### src/rtl/cirq_pkg.sv
package cirq_pkg;

  localparam int STAT_W    = 32;
  localparam int CODE_W    = 5;
  localparam int CRIT_V    = 10;
  localparam int CRIT_LSB  = 8;
  localparam int MAIN_V    = 21;
  localparam int MAIN_LSB  = 16;
  localparam int PERI_V    = 29;
  localparam int PERI_LSB  = 24;

  typedef struct packed {
    logic              valid;
    logic [CODE_W-1:0] code;
  } grp_win_t;

  typedef enum logic [1:0] {
    SEL_CRIT = 2'd0,
    SEL_MAIN = 2'd1,
    SEL_PERI = 2'd2,
    SEL_NONE = 2'd3
  } mask_sel_e;

  // Lowest set index of a 32-bit vector.
  function automatic grp_win_t pick_lowest(input logic [31:0] vec);
    grp_win_t w;
    w = '0;
    for (int i = 31; i >= 0; i--) begin
      if (vec[i]) begin
        w.valid = 1'b1;
        w.code  = CODE_W'(i);
      end
    end
    return w;
  endfunction

  // Place the three group results into their fixed fields.
  function automatic logic [STAT_W-1:0] pack_status(
    input logic              cv,
    input logic [1:0]        cc,
    input logic              mv,
    input logic [CODE_W-1:0] mc,
    input logic              pv,
    input logic [CODE_W-1:0] pc
  );
    logic [STAT_W-1:0] s;
    s = '0;
    s[CRIT_V] = cv;
    s[CRIT_LSB +: 2] = cv ? cc : 2'd0;
    s[MAIN_V] = mv;
    s[MAIN_LSB +: CODE_W] = mv ? mc : '0;
    s[PERI_V] = pv;
    s[PERI_LSB +: CODE_W] = pv ? pc : '0;
    return s;
  endfunction

endpackage

### src/rtl/cirq_mask_regs.sv
module cirq_mask_regs
  import cirq_pkg::*;
#(
  parameter int NCRIT = 4,
  parameter int NMAIN = 17,
  parameter int NPERI = 32,
  parameter logic [NCRIT-1:0] CRIT_RST = '0,
  parameter logic [NMAIN-1:0] MAIN_RST = '1,
  parameter logic [NPERI-1:0] PERI_RST = '1
) (
  input  logic             clk,
  input  logic             rst_n,
  input  logic             wr_en,
  input  logic [1:0]       wr_sel,
  input  logic [31:0]      wr_data,
  output logic [NCRIT-1:0] crit_mask,
  output logic [NMAIN-1:0] main_mask,
  output logic [NPERI-1:0] peri_mask
);

  always_ff @(posedge clk or negedge rst_n) begin
    if (!rst_n) begin
      crit_mask <= CRIT_RST;
      main_mask <= MAIN_RST;
      peri_mask <= PERI_RST;
    end else if (wr_en) begin
      case (mask_sel_e'(wr_sel))
        SEL_CRIT: crit_mask <= wr_data[NCRIT-1:0];
        SEL_MAIN: main_mask <= wr_data[NMAIN-1:0];
        SEL_PERI: peri_mask <= wr_data[NPERI-1:0];
        default:  ;
      endcase
    end
  end

  AST_NONE_SEL_HOLDS: assert property (@(posedge clk) disable iff (!rst_n) (wr_en && wr_sel == 2'd3) |=> ($stable(crit_mask) && $stable(main_mask) && $stable(peri_mask)));
  AST_MAIN_WRITE_LANDS: assert property (@(posedge clk) disable iff (!rst_n) (wr_en && wr_sel == 2'd1) |=> (main_mask == $past(wr_data[NMAIN-1:0])));

endmodule

### src/rtl/cirq_group_enc.sv
module cirq_group_enc
  import cirq_pkg::*;
#(
  parameter int N = 32
) (
  input  logic [N-1:0] pend,
  output grp_win_t     win
);

  logic [31:0] padded;

  always_comb begin
    padded = '0;
    padded[N-1:0] = pend;
    win = pick_lowest(padded);
  end

  always_comb begin
    AST_WIN_IS_LOWEST: assert (!win.valid || (padded[win.code] && ((padded & ((32'd1 << win.code) - 32'd1)) == 32'd0)));
  end

endmodule

### src/rtl/cirq_cascade_enc.sv
module cirq_cascade_enc
  import cirq_pkg::*;
#(
  parameter int NCRIT = 4,
  parameter int NMAIN = 17,
  parameter int NPERI = 32,
  parameter int HI_CRIT_CODE = 2,
  parameter int LO_MAIN_CODE = 4,
  parameter logic [NPERI-1:0] PERI_HI_SET   = 32'h0000_0003,
  parameter logic [NCRIT-1:0] CRIT_MASK_RST = '0,
  parameter logic [NMAIN-1:0] MAIN_MASK_RST = 17'h1_0FFF,
  parameter logic [NPERI-1:0] PERI_MASK_RST = 32'h7FFF_FC00
) (
  input  logic             clk,
  input  logic             rst_n,
  input  logic [NCRIT-1:0] crit_req,
  input  logic [NMAIN-1:0] main_req,
  input  logic [NPERI-1:0] peri_req,
  input  logic             mask_wr_en,
  input  logic [1:0]       mask_wr_sel,
  input  logic [31:0]      mask_wr_data,
  output logic [31:0]      status_o,
  output logic             cpu_irq_o
);

  localparam logic [NPERI-1:0] PERI_LO_SET = ~PERI_HI_SET;

  logic [NCRIT-1:0] crit_mask;
  logic [NMAIN-1:0] main_mask;
  logic [NPERI-1:0] peri_mask;

  logic [NMAIN-1:0] main_unmask;
  logic [NPERI-1:0] peri_unmask;
  logic [NPERI-1:0] peri_pend;
  logic [NCRIT-1:0] crit_eff;
  logic [NMAIN-1:0] main_eff;
  logic [NCRIT-1:0] crit_pend;
  logic [NMAIN-1:0] main_pend;

  grp_win_t crit_win, main_win, peri_hi_win, peri_lo_win, peri_win;
  logic     hi_any, lo_any;

  logic [31:0] status_d;
  logic [31:0] status_q;
  logic        irq_q;

  cirq_mask_regs #(
    .NCRIT(NCRIT), .NMAIN(NMAIN), .NPERI(NPERI),
    .CRIT_RST(CRIT_MASK_RST), .MAIN_RST(MAIN_MASK_RST), .PERI_RST(PERI_MASK_RST)
  ) u_masks (
    .clk(clk), .rst_n(rst_n),
    .wr_en(mask_wr_en), .wr_sel(mask_wr_sel), .wr_data(mask_wr_data),
    .crit_mask(crit_mask), .main_mask(main_mask), .peri_mask(peri_mask)
  );

  // Mask bits run in reverse order of the source index.
  for (genvar n = 0; n < NMAIN; n++) begin : g_main_rev
    assign main_unmask[n] = ~main_mask[NMAIN-1-n];
  end
  for (genvar n = 0; n < NPERI; n++) begin : g_peri_rev
    assign peri_unmask[n] = ~peri_mask[NPERI-1-n];
  end

  assign peri_pend = peri_req & peri_unmask;

  cirq_group_enc #(.N(NPERI)) u_peri_hi (.pend(peri_pend & PERI_HI_SET), .win(peri_hi_win));
  cirq_group_enc #(.N(NPERI)) u_peri_lo (.pend(peri_pend & PERI_LO_SET), .win(peri_lo_win));

  assign hi_any   = peri_hi_win.valid;
  assign lo_any   = peri_lo_win.valid;
  assign peri_win = peri_hi_win.valid ? peri_hi_win : peri_lo_win;

  // Reserved codes stand for the cascaded peripheral classes.
  for (genvar i = 0; i < NCRIT; i++) begin : g_crit_eff
    if (i == HI_CRIT_CODE) begin : g_casc
      assign crit_eff[i] = hi_any;
    end else begin : g_raw
      assign crit_eff[i] = crit_req[i];
    end
  end
  for (genvar i = 0; i < NMAIN; i++) begin : g_main_eff
    if (i == LO_MAIN_CODE) begin : g_casc
      assign main_eff[i] = lo_any;
    end else begin : g_raw
      assign main_eff[i] = main_req[i];
    end
  end

  assign crit_pend = crit_eff & ~crit_mask;
  assign main_pend = main_eff & main_unmask;

  cirq_group_enc #(.N(NCRIT)) u_crit (.pend(crit_pend), .win(crit_win));
  cirq_group_enc #(.N(NMAIN)) u_main (.pend(main_pend), .win(main_win));

  assign status_d = pack_status(crit_win.valid, crit_win.code[1:0],
                                main_win.valid, main_win.code,
                                peri_win.valid, peri_win.code);

  always_ff @(posedge clk or negedge rst_n) begin
    if (!rst_n) begin
      status_q <= '0;
      irq_q    <= 1'b0;
    end else begin
      status_q <= status_d;
      irq_q    <= crit_win.valid | main_win.valid | peri_win.valid;
    end
  end

  assign status_o  = status_q;
  assign cpu_irq_o = irq_q;

  AST_IRQ_IS_OR: assert property (@(posedge clk) disable iff (!rst_n) cpu_irq_o == (status_q[CRIT_V] | status_q[MAIN_V] | status_q[PERI_V]));
  AST_HI_CASCADE_HAS_PERI: assert property (@(posedge clk) disable iff (!rst_n) (status_q[CRIT_V] && status_q[CRIT_LSB +: 2] == 2'(HI_CRIT_CODE)) |-> status_q[PERI_V]);
  AST_LO_CASCADE_HAS_PERI: assert property (@(posedge clk) disable iff (!rst_n) (status_q[MAIN_V] && status_q[MAIN_LSB +: CODE_W] == CODE_W'(LO_MAIN_CODE)) |-> status_q[PERI_V]);
  AST_CRIT_RSVD_IGNORED: assert property (@(posedge clk) disable iff (!rst_n) (crit_req[HI_CRIT_CODE] && !hi_any) |=> !(status_q[CRIT_V] && status_q[CRIT_LSB +: 2] == 2'(HI_CRIT_CODE)));
  AST_MAIN_RSVD_IGNORED: assert property (@(posedge clk) disable iff (!rst_n) (main_req[LO_MAIN_CODE] && !lo_any) |=> !(status_q[MAIN_V] && status_q[MAIN_LSB +: CODE_W] == CODE_W'(LO_MAIN_CODE)));
  AST_CRIT_CODE_FITS: assert property (@(posedge clk) disable iff (!rst_n) crit_win.valid |-> (crit_win.code < CODE_W'(NCRIT)));
  AST_EMPTY_FIELDS_ZERO: assert property (@(posedge clk) disable iff (!rst_n) ((status_q[CRIT_V] || status_q[CRIT_LSB +: 2] == 2'd0) && (status_q[MAIN_V] || status_q[MAIN_LSB +: CODE_W] == '0) && (status_q[PERI_V] || status_q[PERI_LSB +: CODE_W] == '0) && ((status_q & 32'hC0C0_F8FF) == 32'd0)));

endmodule

### config.mk
export PLATFORM = sky130hd
export DESIGN_NAME = cirq_cascade_enc
export DESIGN_NICKNAME = d
export VERILOG_FILES = /design/src/rtl/cirq_pkg.sv /design/src/rtl/cirq_mask_regs.sv /design/src/rtl/cirq_group_enc.sv /design/src/rtl/cirq_cascade_enc.sv
export SDC_FILE = /design/constraint.sdc
export NUM_CORES = 1
export LEC_CHECK = 0
export ABC_AREA = 1
export BUFFER_PORTS_ARGS = -buffer_cell sky130_fd_sc_hd__buf_2
export CAP_MARGIN = 15
export CORE_AREA = 5 5 96 98
export DETAILED_ROUTE_END_ITERATION = 6
export DIE_AREA = 0 0 101 103
export PLACE_DENSITY_LB_ADDON = 0.08
export SLEW_MARGIN = 40
export SYNTH_ARGS = -nofsm -noshare
export SYNTH_HDL_FRONTEND = slang
export SYNTH_HIERARCHICAL = 1
export SYNTH_SLANG_ARGS = --single-unit
### constraint.sdc
create_clock -name clk -period 3.9 [get_ports clk]
set_input_delay 0.39 -clock clk [delete_from_list [all_inputs] [get_ports clk]]
set_output_delay 0.39 -clock clk [all_outputs]
set_load 0.05 [all_outputs]
# Word-level counts from Yosys, hierarchy flattened
# Index checks and enable logic that the tools add are counted.
# classes
n_bitwise	55
eq_ne	2
n_reduce_logical	4
muxes	57
# op_table
cell	count
6-bit two-way mux	54
1-bit inverter	49
32-bit AND	1
17-bit AND	1
5-bit two-way mux	2
2-bit AND reduction	3
4-bit AND	1
4-bit inverter	1
2-bit by 1-bit == test with 1-bit output (second input constant)	1
2-bit == test (second input constant)	1
2-bit logical NOT	1
2-bit two-way mux	1
1-bit bitwise OR	2
# word_totals
regBits	69
elab_cells	123

# Depth between registers and ports, before layout
# depth
depth_word	52
depth_mapped	35
depth_no_buf	35

# Cells and area by module
# The synthesis kept the hierarchy.
# by_module_without_submodules
mod	n_inst	cells_each	area_per_inst_um2
cirq_mask_regs	1	238	2249.7
cirq_cascade_enc	1	182	1089.8
cirq_group_enc at u_peri_hi ...	2	109	486.7
cirq_group_enc at u_main	1	53	225.2
cirq_group_enc at u_crit	1	12	62.6

# Least setup slack after synthesis
# No wires, ideal clock.
# synth_timing
path_type	register -> register
from	register u_masks.peri_mask[28]
to	register irq_q (netlist: cpu_irq_o)
arrival_time_ns	2.037
path_buffers	0
path_stages_with_launch	14
slack_ns	1.741
required_ns	3.778
path_cell_list	dfstp_2 -> nor2_1 -> nor2_1 -> nand2_1 -> nor4_1 -> nand2_1 -> inv_1 -> nor2_1 -> nor2_1 -> nand2_1 -> nor2_1 -> nand3_1 -> nor2_1 -> nand2_1
# synth_lines
item	line_no	text
start, declared	cirq_mask_regs.sv:18	output logic [NPERI-1:0] peri_mask
start signal, assigned	cirq_mask_regs.sv:30	SEL_PERI: peri_mask <= wr_data[NPERI-1:0];
end signal, assigned	cirq_cascade_enc.sv:105	irq_q <= crit_win.valid | main_win.valid | peri_win.valid;
end, declared	cirq_cascade_enc.sv:45	logic irq_q;

==> flow_metrics.env <==
export IMPL_run_status="finished, final reports clean"
export IMPL_gpl_final_weighted_congestion=0.845
export IMPL_fillerInstances=808
export IMPL_multi_input_comb_area_sq_um=2190
export IMPL_worst_setup_path_end_kind="flop"
export IMPL_post_cts_setup_buffer_count=0
export IMPL_tightest_slew_ps=718
export IMPL_path_delay_family="simple AND/OR/NAND/NOR gates"
export IMPL_grt_antenna_before_repair=0
export IMPL_setup_viol_count_final=0
export IMPL_post_route_drc_count=0
export IMPL_post_synth_cell_area_avg_sq_um=6.54
export IMPL_post_synthesis_cells=699
export IMPL_floorplan_rows=34
export IMPL_seqCellArea_sq_um=1770
export IMPL_critPathMostFrequentCell="sky130_fd_sc_hd__nor2_1"
export IMPL_drive_above_1_share_pct=20.4
export IMPL_avgViaCountPerCell=4.51
export IMPL_chipHeight_um=103
export IMPL_io_buffer_count=103
export IMPL_final_min_period_ps=2630
export IMPL_reg2reg_slack_ps=1270
export IMPL_dp_cells=959
export IMPL_worstPathArrival_ps=2860
export IMPL_power_density_cell_area_nw_per_um2=375
export IMPL_final_hold_violation_count=0
export IMPL_number_of_global_route_vias_before_repair=4051
export IMPL_r2r_cells=13
export IMPL_initial_utilization_pct=54.6
export IMPL_rsz0062_at_grt="no"
export IMPL_path_depth=13
export IMPL_layoutNonFillerInstCount=975
export IMPL_dpl_instance_area_sq_um=5330
export IMPL_post_route_cell_area_sq_um=5530
export IMPL_tritoncts_num_buffers=9
export IMPL_timing_critical_path_from_type="flop"
export IMPL_hold_ws_ps=89.0
export IMPL_postCtsResizedCells=0
export IMPL_wire_length_of_the_first_global_routing_pass_mm=18.0
export IMPL_power_ir_vdd_worst_uv=199
export IMPL_place_ws_ps=1100
export IMPL_max_stage_delay_cell_worst_path="sky130_fd_sc_hd__nor4_1"
export IMPL_grt_total_usage_pct=21.5
export IMPL_route_antenna_remaining_nets=0
export IMPL_fin_crit_sh_pct=67.3
export IMPL_avgRoutedWirePerCell_um=11.0
export IMPL_final_setup_skew_ps=7.66
export IMPL_drv_cap=0
export IMPL_class_of_the_tightest_hold_or_removal_check="in2async"
export IMPL_floorplan_die_area_sq_um=10400
export IMPL_regToRegEndpoint="cpu_irq_o"
export IMPL_clk_pin_slew_worst_paths_ps=80
export IMPL_globalRouteOverflowTotal=0
export IMPL_detail_route_first_pass_iterations=4
export IMPL_synth_warnings=6
export IMPL_io_pins=123
export IMPL_diodes=0
export IMPL_startpoint="u_masks/peri_mask[4]"
export IMPL_critPathKind="reg2reg"
export IMPL_crit_buf_inv=1
export IMPL_cts_h_tree_depth=3
export IMPL_tritoncts="done"
export IMPL_power_leakage_nw=3.36
export IMPL_worst_path_max_fanout=7
export IMPL_ctsHoldBuffers=0
export IMPL_total_design_power_mw=2.08
export IMPL_final_core_utilization_pct=66.0
export IMPL_synthesized_cell_area_sq_um=4570
export IMPL_cts_sink_count=69
export IMPL_clock_tree_buffer_depth=2
export IMPL_pin_count_of_the_biggest_net_entering_global_routing=70
export IMPL_startpoint_of_the_lowest_slack_register_to_register_path="u_masks/peri_mask[4]"
export IMPL_clkLatencyLatePin_ps=350
export IMPL_timing_fmax_ghz=0.381
export IMPL_critical_path_cell_chain="nor2_1 > nor4_1 > nand2_1 > nor3_1 > nand2_1 > inv_1 > nor2_1 > nor2_1 > nand2_1 > nor2_1 > nand3_1 > nor2_1 > nand2_1"
export IMPL_detail_route_iter0_violations=182
export IMPL_worst_slew_slack_as_a_fraction_of_its_limit_pct=52.1
export IMPL_cp_data_required_time_ps=4130
export IMPL_timing_final_max_slew_violations=0
export IMPL_place_detailed_hpwl_mm=8.08
export IMPL_worstSetupEndpoint="cpu_irq_o"
export IMPL_area_growth_pct=21.0
export IMPL_layout_setup_ws_ps=1270
export IMPL_die_width_um=101
export IMPL_num_vias=4396
export IMPL_drt_total_wl_mm=10.8
export IMPL_max_stage_delay_ps=490
export IMPL_layout_nets=952
export IMPL_core_region_area_sq_um=8380
export IMPL_cts_root_buf="sky130_fd_sc_hd__clkbuf_8"
export IMPL_timing_setup_tns_ps=0
-- worst min path at each step --
stage | to | slack [ps] | cells past startpoint
after floorplan | cpu_irq_o | 90 | 0
after global placement | u_masks/peri_mask[11] | 450 | 2
after detailed placement | u_masks/peri_mask[15] | 450 | 2
after CTS | u_masks/peri_mask[9] | 160 | 2
after global routing | u_masks/peri_mask[8] | 160 | 2
final | u_masks/peri_mask[8] | 90 | 2
-- placed cells by master (no fill, tap or decap), types with 3 or more instances in the layout --
master,instances
sky130_fd_sc_hd__dfstp_2,34
sky130_fd_sc_hd__nor3_1,7
sky130_fd_sc_hd__clkbuf_8,10
sky130_fd_sc_hd__a21oi_2,4
sky130_fd_sc_hd__a311oi_1,4
sky130_fd_sc_hd__inv_2,7
sky130_fd_sc_hd__bufinv_8,6
sky130_fd_sc_hd__inv_1,146
sky130_fd_sc_hd__conb_1,84
sky130_fd_sc_hd__nor2_1,96
sky130_fd_sc_hd__nor4_1,6
sky130_fd_sc_hd__dfrtp_1,35
sky130_fd_sc_hd__a21oi_1,8
sky130_fd_sc_hd__nand3_1,10
sky130_fd_sc_hd__inv_6,3
sky130_fd_sc_hd__nand4_1,49
sky130_fd_sc_hd__buf_2,103
sky130_fd_sc_hd__nand2_1,235
-- per-layer routing --
metal | GRT usage, % | up-vias | routed length, um
met5 | 0 | - | 0
met4 | 5.62 | 0 | 103
met3 | 4.19 | 7 | 756
met2 | 35.6 | 114 | 5070
met1 | 29.1 | 1953 | 4830
li1 | - | 2322 | -
-- final cells by class --
class	count	area share, %
Multi-Input combinational cell	516	39.7
Sequential cell	69	32.0
Inverter	160	12.4
Timing Repair Buffer	106	9.79
Clock buffer	10	2.49
Tap cell	108	2.44
Clock inverter	6	1.24
-- state kept, by name, indices dropped and copies added (netlist names) --
register,flops
u_masks/crit_mask,4
u_masks/main_mask,17
u_masks/peri_mask,32
status_o,15
cpu_irq_o,1
-- power breakdown --
part | total (mW) | switching (mW) | internal (mW)
Sequential | 0.911 | 0.0535 | 0.857
Combinational | 0.546 | 0.361 | 0.185
Clock | 0.620 | 0.301 | 0.319
Total | 2.08 | 0.716 | 1.36
Power figures use the tool's default switching activity.
